**config.mk**
```make
export PLATFORM = sky130hd
export DESIGN_NAME = ocu_top
export DESIGN_NICKNAME = d
export VERILOG_FILES = /design/src/rtl/ocu_pkg.sv /design/src/rtl/ocu_dp.sv /design/src/rtl/ocu_ctrl.sv /design/src/rtl/ocu_top.sv
export SDC_FILE = /design/constraint.sdc
export NUM_CORES = 1
export LEC_CHECK = 0
export BUFFER_PORTS_ARGS = -buffer_cell sky130_fd_sc_hd__buf_2
export CAP_MARGIN = 20
export CORE_MARGIN = 4
export CORE_UTILIZATION = 46
export DETAILED_ROUTE_END_ITERATION = 10
export SLEW_MARGIN = 40
export SYNTH_ARGS = -nofsm -noshare
export SYNTH_HDL_FRONTEND = slang
export SYNTH_SLANG_ARGS = --single-unit
export TNS_END_PERCENT = 20
```
**constraint.sdc**
```tcl
create_clock -name clk -period 3.69 [get_ports clk]
set_input_delay 0.5535 -clock clk [delete_from_list [all_inputs] [get_ports clk]]
set_output_delay 0.5535 -clock clk [all_outputs]
set_load 0.02 [all_outputs]
```
**src/rtl/ocu_pkg.sv**
```systemverilog
package ocu_pkg;
  localparam int CH_NUM = 2;
  localparam int CNT_W  = 16;
  localparam int BYTE_W = 8;
  localparam int ADDR_W = 3;
  localparam int DIV_W  = 3;
  localparam int SEL_W  = 2;

  localparam logic [CNT_W-1:0]  CMP_RST  = {1'b1, {(CNT_W-1){1'b0}}};
  localparam logic [ADDR_W-1:0] ADR_CTLA = ADDR_W'(0);
  localparam logic [ADDR_W-1:0] ADR_CTLB = ADDR_W'(1);
  localparam logic [ADDR_W-1:0] ADR_STAT = ADDR_W'(2);
  localparam int ADR_CMP_BASE = 3;

  typedef struct packed {
    logic [CH_NUM-1:0] wrHi;
    logic [CH_NUM-1:0] wrLo;
    logic [BYTE_W-1:0] data;
    logic [SEL_W-1:0]  prescSel;
  } ocuStrb_t;

  function automatic logic [ADDR_W-1:0] hiAddr(input int ch);
    return ADDR_W'(ADR_CMP_BASE + 2 * ch);
  endfunction

  function automatic logic [ADDR_W-1:0] loAddr(input int ch);
    return ADDR_W'(ADR_CMP_BASE + 2 * ch + 1);
  endfunction

  // terminal value of the divider: ticks every (limit+1) clocks
  function automatic logic [DIV_W-1:0] divLimit(input logic [SEL_W-1:0] sel);
    case (sel)
      2'b00:   return DIV_W'(3);
      2'b01:   return DIV_W'(1);
      default: return DIV_W'(7);
    endcase
  endfunction
endpackage

```
**src/rtl/ocu_dp.sv**
```systemverilog
module ocu_dp
  import ocu_pkg::*;
(
  input  logic                           clk,
  input  logic                           rstN,
  input  ocuStrb_t                       strb,
  output logic [CH_NUM-1:0][CNT_W-1:0]   cmpVal,
  output logic [CH_NUM-1:0]              matchHit
);
  logic [DIV_W-1:0] divCnt;
  logic [CNT_W-1:0] freeCnt;
  logic             tick;

  assign tick = (divCnt >= divLimit(strb.prescSel));

  always_ff @(posedge clk) begin
    if (!rstN) begin
      divCnt  <= '0;
      freeCnt <= '0;
    end else begin
      divCnt <= tick ? '0 : divCnt + 1'b1;
      if (tick) freeCnt <= freeCnt + 1'b1;
    end
  end

  for (genvar ch = 0; ch < CH_NUM; ch++) begin : g_ch
    logic [CNT_W-1:0] cmpReg;
    logic             inhibit;

    always_ff @(posedge clk) begin
      if (!rstN) begin
        cmpReg  <= CMP_RST;
        inhibit <= 1'b0;
      end else begin
        if (strb.wrHi[ch]) begin
          cmpReg[CNT_W-1:BYTE_W] <= strb.data;
          inhibit                <= 1'b1;
        end else if (strb.wrLo[ch]) begin
          cmpReg[BYTE_W-1:0] <= strb.data;
          inhibit            <= 1'b0;
        end
      end
    end

    assign cmpVal[ch]   = cmpReg;
    assign matchHit[ch] = tick && !inhibit && (freeCnt == cmpReg);
  end
endmodule

```
**src/rtl/ocu_ctrl.sv**
```systemverilog
module ocu_ctrl
  import ocu_pkg::*;
(
  input  logic                           clk,
  input  logic                           rstN,
  input  logic [ADDR_W-1:0]              addr,
  input  logic                           wrEn,
  input  logic                           rdEn,
  input  logic [BYTE_W-1:0]              wrData,
  input  logic                           irqMask,
  input  logic [CH_NUM-1:0]              matchHit,
  input  logic [CH_NUM-1:0][CNT_W-1:0]   cmpVal,
  output ocuStrb_t                       strb,
  output logic [BYTE_W-1:0]              rdData,
  output logic [CH_NUM-1:0]              cmpOut,
  output logic [CH_NUM-1:0]              flags,
  output logic                           irq
);
  logic              irqEn;
  logic [CH_NUM-1:0] levelCfg;
  logic [CH_NUM-1:0] oeCfg;
  logic [SEL_W-1:0]  prescCfg;
  logic [CH_NUM-1:0] armed;
  logic [CH_NUM-1:0] outLatch;
  logic              statRd;
  logic [BYTE_W-1:0] rdMux;

  assign statRd = rdEn && (addr == ADR_STAT);

  always_ff @(posedge clk) begin
    if (!rstN) begin
      irqEn    <= 1'b0;
      levelCfg <= '0;
      oeCfg    <= '0;
      prescCfg <= '0;
    end else if (wrEn) begin
      if (addr == ADR_CTLA) begin
        irqEn    <= wrData[BYTE_W-1];
        levelCfg <= wrData[CH_NUM-1:0];
      end
      if (addr == ADR_CTLB) begin
        oeCfg    <= wrData[CH_NUM-1:0];
        prescCfg <= wrData[CH_NUM+SEL_W-1:CH_NUM];
      end
    end
  end

  for (genvar ch = 0; ch < CH_NUM; ch++) begin : g_ch
    logic loAcc;
    assign loAcc = (wrEn || rdEn) && (addr == loAddr(ch));
    assign strb.wrHi[ch] = wrEn && (addr == hiAddr(ch));
    assign strb.wrLo[ch] = wrEn && (addr == loAddr(ch));

    always_ff @(posedge clk) begin
      if (!rstN) begin
        flags[ch]    <= 1'b0;
        armed[ch]    <= 1'b0;
        outLatch[ch] <= 1'b0;
      end else begin
        if (matchHit[ch]) flags[ch] <= 1'b1;
        else if (loAcc && armed[ch]) flags[ch] <= 1'b0;

        if (statRd && flags[ch]) armed[ch] <= 1'b1;
        else if (loAcc) armed[ch] <= 1'b0;

        if (matchHit[ch]) outLatch[ch] <= levelCfg[ch];
      end
    end
  end

  assign strb.data     = wrData;
  assign strb.prescSel = prescCfg;
  assign cmpOut        = outLatch & oeCfg;
  assign irq           = irqEn && !irqMask && (|flags);

  always_comb begin
    rdMux = '0;
    case (addr)
      ADR_CTLA: rdMux = {irqEn, {(BYTE_W-CH_NUM-1){1'b0}}, levelCfg};
      ADR_CTLB: rdMux = {{(BYTE_W-CH_NUM-SEL_W){1'b0}}, prescCfg, oeCfg};
      ADR_STAT: rdMux = {{(BYTE_W-CH_NUM){1'b0}}, flags};
      default: begin
        for (int ch = 0; ch < CH_NUM; ch++) begin
          if (addr == hiAddr(ch)) rdMux = cmpVal[ch][CNT_W-1:BYTE_W];
          if (addr == loAddr(ch)) rdMux = cmpVal[ch][BYTE_W-1:0];
        end
      end
    endcase
  end

  assign rdData = rdEn ? rdMux : '0;
endmodule

```
**src/rtl/ocu_top.sv**
```systemverilog
module ocu_top
  import ocu_pkg::*;
(
  input  logic              clk,
  input  logic              rstN,
  input  logic [2:0]        addr,
  input  logic              wrEn,
  input  logic              rdEn,
  input  logic [7:0]        wrData,
  output logic [7:0]        rdData,
  input  logic              irqMask,
  output logic [1:0]        cmpOut,
  output logic              irq
);
  ocuStrb_t                      strb;
  logic [CH_NUM-1:0][CNT_W-1:0]  cmpVal;
  logic [CH_NUM-1:0]             matchHit;
  logic [CH_NUM-1:0]             flags;

  ocu_ctrl u_ctrl (
    .clk(clk), .rstN(rstN), .addr(addr), .wrEn(wrEn), .rdEn(rdEn),
    .wrData(wrData), .irqMask(irqMask), .matchHit(matchHit), .cmpVal(cmpVal),
    .strb(strb), .rdData(rdData), .cmpOut(cmpOut), .flags(flags), .irq(irq)
  );

  ocu_dp u_dp (
    .clk(clk), .rstN(rstN), .strb(strb), .cmpVal(cmpVal), .matchHit(matchHit)
  );
endmodule

```
Word-level counts from Yosys, hierarchy flattened
Cells that the tools add are included.
{"block": "op_classes", "addsub": 2, "multipliers": 0, "div_mod_pow": 0, "n_lt_le_gt_ge": 1, "n_eq_ne": 9, "n_shift": 0, "n_mux": 19, "n_bitwise": 4, "n_reduce_logical": 35}
{"op": "$mux W8", "n": 5}
{"op": "$eq A16 B16 Y1", "n": 2}
{"op": "$pmux W8 S3", "n": 1}
{"op": "$logic_and A1 B1 Y1", "n": 17}
{"op": "$add A16 B1 Y16 const B", "n": 1}
{"op": "$mux W1", "n": 12}
{"op": "$reduce_bool A2 Y1", "n": 6}
{"op": "$eq A3 B3 Y1 const B", "n": 3}
{"op": "$reduce_and A2 Y1", "n": 4}
{"op": "$eq A3 B2 Y1 const B", "n": 2}
{"op": "$pmux W3 S2", "n": 1}
{"op": "$reduce_or A2 Y1", "n": 2}
{"op": "$add A3 B1 Y3 const B", "n": 1}
{"op": "$eq A3 B1 Y1 const B", "n": 1}
{"op": "$ge A3 B3 Y1", "n": 1}
{"op": "$logic_not A1 Y1", "n": 3}
{"op": "$logic_not A3 Y1", "n": 1}
{"op": "$not A1 Y1", "n": 3}
{"op": "$and A2 B2 Y2", "n": 1}
{"op": "$eq A2 B1 Y1 const B", "n": 1}
{"op": "$logic_not A2 Y1", "n": 1}
{"op": "$logic_or A1 B1 Y1", "n": 1}
{"block": "word_totals", "reg_bits": 66, "latch_bits": 0, "ramBits": 0, "romBits": 0, "in_bits": 16, "output_inout_bits": 11, "word_cells": 88, "mem_count": 0}

Depth between registers and ports, before layout
Gate-level depths: netlist of the first run.
{"block": "depth", "word_depth": 7, "depth_mapped": 7, "ltp_nobuf": 7}

Hierarchy
Synthesis of the first run repeated with hierarchy kept, for this count alone.
{"block": "unflattened", "hier_cells": 412, "hier_area_um2": 3688.5}
{"mod": "ocu_dp", "instances": 1, "cells_each": 275, "area_each_um2": 2544.9, "seq_area_each_um2": 1061.0}
{"mod": "ocu_ctrl", "instances": 1, "cells_each": 137, "area_each_um2": 1143.6, "seq_area_each_um2": 260.2}

Least setup slack after synthesis of the first run
Ideal clock, no wire load.
{"block": "synth_path", "kind": "in2out", "from": "input addr[2]", "to": "output rdData[4]", "arrival_ns": 1.872, "required_time_ns": 3.137, "setup_slack_ns": 1.264, "path_stages": 6, "path_buffers": 2, "cell_sequence": "buf_2 inv_1 clkbuf_1 nor2_1 a22oi_1 a221oi_1"}
{"block": "synth_between", "elab_chain_cells": 7, "word_cells_on_any_way": 13, "classes_between": "6 x eq/ne; 6 x mux; 1 x reduce/logical"}
{"element": "start, declared", "line_no": "ocu_top.sv:6", "rtl": "input logic [2:0] addr,"}
{"element": "$eq A3 B2 Y1", "line_no": "ocu_ctrl.sv:84", "rtl": "if (addr == hiAddr(ch)) rdMux = cmpVal[ch][CNT_W-1:BYTE_W];"}
{"element": "$mux W8", "line_no": "ocu_ctrl.sv:84"}
{"element": "$mux W8", "line_no": "ocu_ctrl.sv:85", "rtl": "if (addr == loAddr(ch)) rdMux = cmpVal[ch][BYTE_W-1:0];"}
{"element": "$mux W8", "line_no": "ocu_ctrl.sv:84"}
{"element": "$mux W8", "line_no": "ocu_ctrl.sv:85"}
{"element": "$pmux W8 S3 (*)", "line_no": "ocu_ctrl.sv:78", "rtl": "case (addr)"}
{"element": "$mux W8 (*)", "line_no": "ocu_ctrl.sv:91", "rtl": "assign rdData = rdEn ? rdMux : '0;"}
{"element": "end, declared", "line_no": "ocu_top.sv:10", "rtl": "output logic [7:0] rdData,"}
Mark *: on every way between the ends. The rest lies on a longest branch, timed or not.

Worst setup path after layout of the first run
{"block": "layout_path", "from": "input addr[1]", "to": "output rdData[6]"}
Same word-level chain as after synthesis.

==> results.json, run 1 <==
{
  "cts-buffers-inserted": 9,
  "synth-async-reset-ratio_pct": 0,
  "cts_tree": "done",
  "synthTopCellsByArea": "dfxtp_1 40%, nand2_1 9.5%, a21oi_1 7.4%",
  "grt_start_max_net_pins": 34,
  "io_buffers": 26,
  "crit_required_ns": 3.14,
  "clock_latency_ns": 0.34,
  "drc": 0,
  "p_leak_nw": 1.454,
  "die_h_um": 92.87,
  "use_met2_pct": 32.33,
  "grt_overflow_total": 0,
  "rsz0062_at_grt": "false",
  "clock_tree.htree_level_count": 3,
  "drt_first_pass_iters": 5,
  "hpwl_mm": 6.583,
  "drtAntennaViolNets": 0,
  "finalCriticalPeriod_ns": 2.761,
  "pin_count": 27,
  "ys_ff_latch": 66,
  "met3_usage_pct": 3.981,
  "crit_fanout": 21,
  "crit_type": "input pin to primary output",
  "skew_ns": 0.006244,
  "synthToLayoutAreaGrowth_pct": 13.22,
  "clk_pin_slew_worst_paths_ns": 0.07,
  "dieArea_um2": 8624,
  "grt_pass1_wl_mm": 14.66,
  "row_count": 30,
  "yosys.area.top_type": "dfxtp_1",
  "finish.utilization_pct": 54.31,
  "fillCellCount": 703,
  "wl_mm": 9.074,
  "hold_viol_final": 0,
  "use_met1_pct": 32.38,
  "core_um2": 6907,
  "max_cap_violations": 0,
  "final_cell_mix": "84 x nand2_1, 66 x dfxtp_1, 49 x a21oi_1",
  "synth_top_area_share_pct": 39.88,
  "dp.cells": 520,
  "drive_gt1_share_pct": 12.73,
  "synth_cell_types": 43,
  "cts_num_sinks": 66,
  "finalMaxSlewViolations": 0,
  "slowest_delay_ns": 0.37,
  "synth_nets": 437,
  "fp.dieW_um": 92.87,
  "via_per_inst": 5.494,
  "vias": 2945,
  "track_usage_pct": 22.32,
  "synth_top_family_by_area": "simple AND/OR/NAND/NOR gates",
  "grt_pass1_vias": 2707,
  "worstSetupEndpointType": "primary output",
  "avgRoutedWirePerCell_um": 16.93,
  "syn_area_um2": 3313,
  "syn_avg_cell_area_um2": 7.945,
  "holdWs_ns": 0.4372,
  "place_congestion": 0.9263,
  "busiest_layer": "met1",
  "synth-compound-area-share_pct": 14.92,
  "synthMuxAreaShare_pct": 4.381,
  "setup_tns_ns": 0,
  "hold_class": "input pin to flip-flop",
  "layout.nets": 455,
  "startpoint_type": "input pin",
  "synth_edf_count": 0,
  "mostFrequentLayoutCell": "nand2_1",
  "seq_area_frac_synth_pct": 39.88,
  "cts_resized": 0,
  "num_antenna_cells": 0,
  "yosys.area_share.simple_pct": 22.62,
  "worstPathCellList": "buf_2, inv_1, nor2_1, a22oi_1, a221oi_1, buf_2",
  "synth_cells": 417,
  "synth-adder-area-share_pct": 1.511,
  "cts_hold_buf": 0,
  "ys.flop_type": "dfxtp_1",
  "synth-xor-area-share_pct": 12.92,
  "worstPathArrival_ns": 2.21,
  "ys_warn_count": 0,
  "cts_root_buf": "clkbuf_8",
  "powerDensity_nw_per_um2": 453.2,
  "clock_path_buffers": 2,
  "fmax_mhz": 362.3,
  "status": "finished, final reports clean",
  "antenna_found_initial": 0,
  "drtIter0Drc": 239,
  "start_util_pct": 47.97,
  "tightest_slew_ns": 0.8408,
  "slew_headroom_pct": 43.74,
  "report.final.setup_viol": 0,
  "post-cts-setup-buffer-count": 0,
  "layoutNonFillerInstCount": 536,
  "timing.final.crit_share_pct": 74.81,
  "ir_drop_mv": 0.2153,
  "crit_path_top_delay_cell": "a221oi_1",
  "path_common_cell": "buf_2"
}
-- worst max-delay path, delay by kind of cell --
| family | cells | cell delay (ns) |
|---|---|---|
| and+or+nand+nor | 1 | 0.28 |
| buffers and inverters | 3 | 0.90 |
| AOI/OAI and AO/OA | 2 | 0.47 |
-- kinds of logic (layout without fill, tap and decap cells) --
logic type / Yosys count / in the layout
adders and majority gates: 4 / 4
buffers and inverters: 31 / 54
AOI/OAI and AO/OA: 83 / 83
DFF: 66 / 66
xor gates and xnor gates: 48 / 48
and+or+nand+nor: 171 / 171
muxes: 14 / 14
-- sequential cells by signal, indices dropped and copies added, names as in the netlist --
name,flops
u_ctrl.armed,2
u_ctrl.flags,2
u_ctrl.irqEn,1
u_ctrl.levelCfg,2
u_ctrl.oeCfg,2
u_ctrl.outLatch,2
u_ctrl.prescCfg,2
u_dp.divCnt,3
u_dp.freeCnt,16
u_dp.g_ch.cmpReg,32
u_dp.g_ch.inhibit,2
-- final timing paths --
kind                                          start                                    to  slack [ns]  cells after the start
setup / recovery                            addr[1]                             rdData[6]        0.93                      6
hold reg to reg   u_dp.g_ch[1].inhibit$_SDFFE_PN0P_     u_dp.g_ch[1].inhibit$_SDFFE_PN0P_        0.46                      2
setup reg to reg    u_ctrl.prescCfg[1]$_SDFFE_PN0P_          u_dp.freeCnt[5]$_SDFFE_PN0P_        1.69                      7
hold / removal                                 rstN  u_dp.g_ch[0].cmpReg[15]$_SDFFE_PN1P_        0.44                      2
-- power breakdown --
group | total, mW | switching, mW | internal, mW
Combinational | 0.183 | 0.116 | 0.0673
Clock | 0.756 | 0.273 | 0.483
Sequential | 0.760 | 0.0258 | 0.734
Total | 1.70 | 0.415 | 1.29
-- final cells by class --
| cell class | instances | area, um^2 | area share [%] |
|---|---|---|---|
| clock buffer | 11 | 151.4 | 4.036 |
| clock inverter | 5 | 100.1 | 2.668 |
| inverter | 10 | 38.79 | 1.034 |
| multi-input combinational | 320 | 1874 | 49.97 |
| sequential | 66 | 1321 | 35.22 |
| tap | 96 | 120.1 | 3.202 |
| timing repair buffer | 28 | 145.1 | 3.869 |
-- cells in the mapped netlist (all sizes together), types with 3 or more instances --
cell	count
a21oi	49
o21ai	7
mux2	4
a221oi	3
nand3	11
dfxtp	66
a22oi	3
nand2	84
a221o	4
ha	4
and3	6
clkbuf	19
xnor2	26
nor2	40
nand4	13
inv	9
mux2i	10
xor2	22
nor3	4
o22ai	5
-- metal layers --
layer | share of wire, % | wire (um)
met2 | 44 | 3967
met5 | 0 | 0
met4 | 1.9 | 174
met3 | 6.5 | 588
met1 | 48 | 4344
-- stage by stage --
stage               setup slack [ns]  power (mW)  area [um^2]
global placement               1.036      0.9548         3491
CTS                           0.9687       1.714         3749
global route                  0.7478       1.772         3751
detailed placement            0.9608      0.9583         3497
floorplan                      1.264      0.8974         3313
finish                        0.9295       1.700         3751
(Power assumes the default switching activity.)
==> inputs of run 2 (changes only) <==
--- a/config.mk
+++ b/config.mk
@@ -10,6 +10,7 @@
 export CORE_MARGIN = 4
 export CORE_UTILIZATION = 46
 export DETAILED_ROUTE_END_ITERATION = 10
+export PLACE_DENSITY = 0.66
 export SLEW_MARGIN = 40
 export SYNTH_ARGS = -nofsm -noshare
 export SYNTH_HDL_FRONTEND = slang
==> constraint.sdc (replaced) <==
create_clock -name clk -period 2.2 [get_ports clk]
set_input_delay 0.33 -clock clk [delete_from_list [all_inputs] [get_ports clk]]
set_output_delay 0.33 -clock clk [all_outputs]
set_load 0.02 [all_outputs]
==> run 2 against run 1 <==
Compared with the run above:
- die area is the same
- routed wire length grew 0.82%
- sequential share of layout area grew 0.24 points
- largest power group unchanged
==> results.json, run 2 (synthesis results as in run 1) <==
{
  "layout.nets": 466,
  "drive_gt1_share_pct": 12.92,
  "track_usage_pct": 22.40,
  "hpwl_mm": 6.641,
  "worstPathArrival_ns": 1.75,
  "top_regs": "u_dp.g_ch.cmpReg x32, u_dp.freeCnt x16, u_dp.divCnt x3",
  "antenna_found_initial": 0,
  "p_leak_nw": 1.456,
  "worstPathCellList": "buf_2, buf_4, nor2_1, a22oi_1, a221oi_1, buf_2",
  "finalCriticalPeriod_ns": 2.080,
  "mostFrequentLayoutCell": "nand2_1",
  "status": "finished, final reports clean",
  "core_um2": 6907,
  "dieArea_um2": 8624,
  "avgRoutedWirePerCell_um": 16.79,
  "timing.final.crit_share_pct": 94.56,
  "rrSetupSlack_ns": 0.23,
  "drtAntennaViolNets": 0,
  "finalPower_mw": 2.443,
  "finalMaxSlewViolations": 0,
  "largest_reg_flops": 32,
  "slowest_delay_ns": 0.42,
  "startpoint_type": "input pin",
  "num_antenna_cells": 0,
  "path_common_cell": "buf_2",
  "worstSetupEndpointType": "primary output",
  "drtIter0Drc": 194,
  "cts_hold_buf": 0,
  "clk_pin_slew_worst_paths_ns": 0.06,
  "clock_path_buffers": 2,
  "pin_count": 27,
  "synthToLayoutAreaGrowth_pct": 12.46,
  "crit_path_top_delay_cell": "a221oi_1",
  "powerDensity_nw_per_um2": 655.5,
  "hold_class": "input pin to flip-flop",
  "report.final.setup_viol": 0,
  "max_cap_violations": 0,
  "hp-start": "rstN",
  "place_congestion": 0.9545,
  "crit_required_ns": 1.87,
  "fp.dieW_um": 92.87,
  "cts-buffers-inserted": 9,
  "cts_resized": 0,
  "via_per_inst": 5.552,
  "cts_num_sinks": 66,
  "start_util_pct": 47.97,
  "rsz0062_at_grt": "false",
  "placed_cell_area_um2": 3573,
  "r2r_start": "u_ctrl.prescCfg[1]$_SDFFE_PN0P_",
  "clock_tree.htree_level_count": 3,
  "cts_tree": "done",
  "hold_depth": 2,
  "grt_start_max_net_pins": 62,
  "fmax_mhz": 480.7,
  "grt_overflow_total": 0,
  "wl_mm": 9.148,
  "r2r_cells": 7,
  "grt_pass1_vias": 2836,
  "drc": 0,
  "cts_root_buf": "clkbuf_8",
  "crit_fanout": 20,
  "skew_ns": 0.008986,
  "slew_headroom_pct": 57.38,
  "clock_latency_ns": 0.34,
  "tightest_slew_ns": 0.6393,
  "setup_tns_ns": 0,
  "post-cts-setup-buffer-count": 0,
  "whs_endpoint": "u_dp.g_ch[0].cmpReg[15]$_SDFFE_PN1P_",
  "hold_viol_final": 0,
  "row_count": 30,
  "vias": 3026,
  "ir_drop_mv": 0.3154,
  "crit_type": "input pin to primary output",
  "final_cell_mix": "84 x nand2_1, 66 x dfxtp_1, 49 x a21oi_1",
  "io_buffers": 26,
  "die_h_um": 92.87,
  "fin_area_um2": 3726,
  "r2r-end": "u_ctrl.outLatch[0]$_SDFFE_PN0P_",
  "grt_pass1_wl_mm": 14.75,
  "regMostFlops": "u_dp.g_ch.cmpReg",
  "drt_first_pass_iters": 5
}
## run 2: cell types whose count changed in the layout (fill, tap and decap cells not counted), sizes merged
| cell | previous run | this run |
|---|---|---|
| clkinv | 3 | 1 |
| clkbuf | 11 | 14 |
| bufinv | 3 | 0 |
| buf | 28 | 39 |
## run 2: worst max-delay path by stage
stage | cells past startpoint | slack (ns) | to | start
2_1_floorplan | 6 | 0.22 | rdData[4] | addr[2]
3_3_place_gp | 6 | 0.23 | rdData[5] | addr[1]
3_5_place_dp | 6 | 0.22 | rdData[5] | addr[1]
4_1_cts | 6 | 0.21 | rdData[5] | addr[1]
5_1_grt | 7 | 0.08 | u_ctrl.outLatch[0]$_SDFFE_PN0P_ | u_ctrl.prescCfg[1]$_SDFFE_PN0P_
6_report | 6 | 0.12 | rdData[5] | addr[1]
## run 2: final cells by class
| class | instances | area [um^2] |
|---|---|---|
| flip-flops and latches | 66 | 1321 |
| inverters | 10 | 37.54 |
| fillers | 694 | 3181 |
| well taps | 96 | 120.1 |
| clock buffers | 14 | 152.6 |
| repair buffers | 39 | 227.7 |
| multi-input cells | 320 | 1867 |
## run 2: per-layer routing
metal,up-vias,global-route usage (%),wire length [um]
li1,1488,-,-
met1,1423,29.75,4121
met2,98,34.97,4258
met3,17,5.118,578
met4,0,9.158,190
met5,-,0,0
## run 2: report_power, final
part           internal (mW)  switching, mW  total, mW
Combinational          0.118          0.194      0.312
Clock                  0.430          0.426      0.856
Sequential              1.23         0.0422       1.27
## run 2: worst max-delay path, delay by kind of cell
kind / cells / cell delay [ns]
simple gates: 1 / 0.29
compound gates: 2 / 0.57
buf+inv: 3 / 0.56
## run 2: metrics by stage
| step | instances | utilization, % | hold slack [ns] | setup slack (ns) |
|---|---|---|---|---|
| detailed placement | 531 | 51.74 | 0.4505 | 0.2231 |
| global route | 545 | 53.95 | 0.2273 | 0.07668 |
| CTS | 545 | 53.95 | 0.2053 | 0.2094 |
| global placement | 531 | 51.74 | 0.4422 | 0.2323 |
| floorplan | 417 | - | 0.4018 | 0.2214 |
| finish | 545 | 53.95 | 0.2209 | 0.1197 |
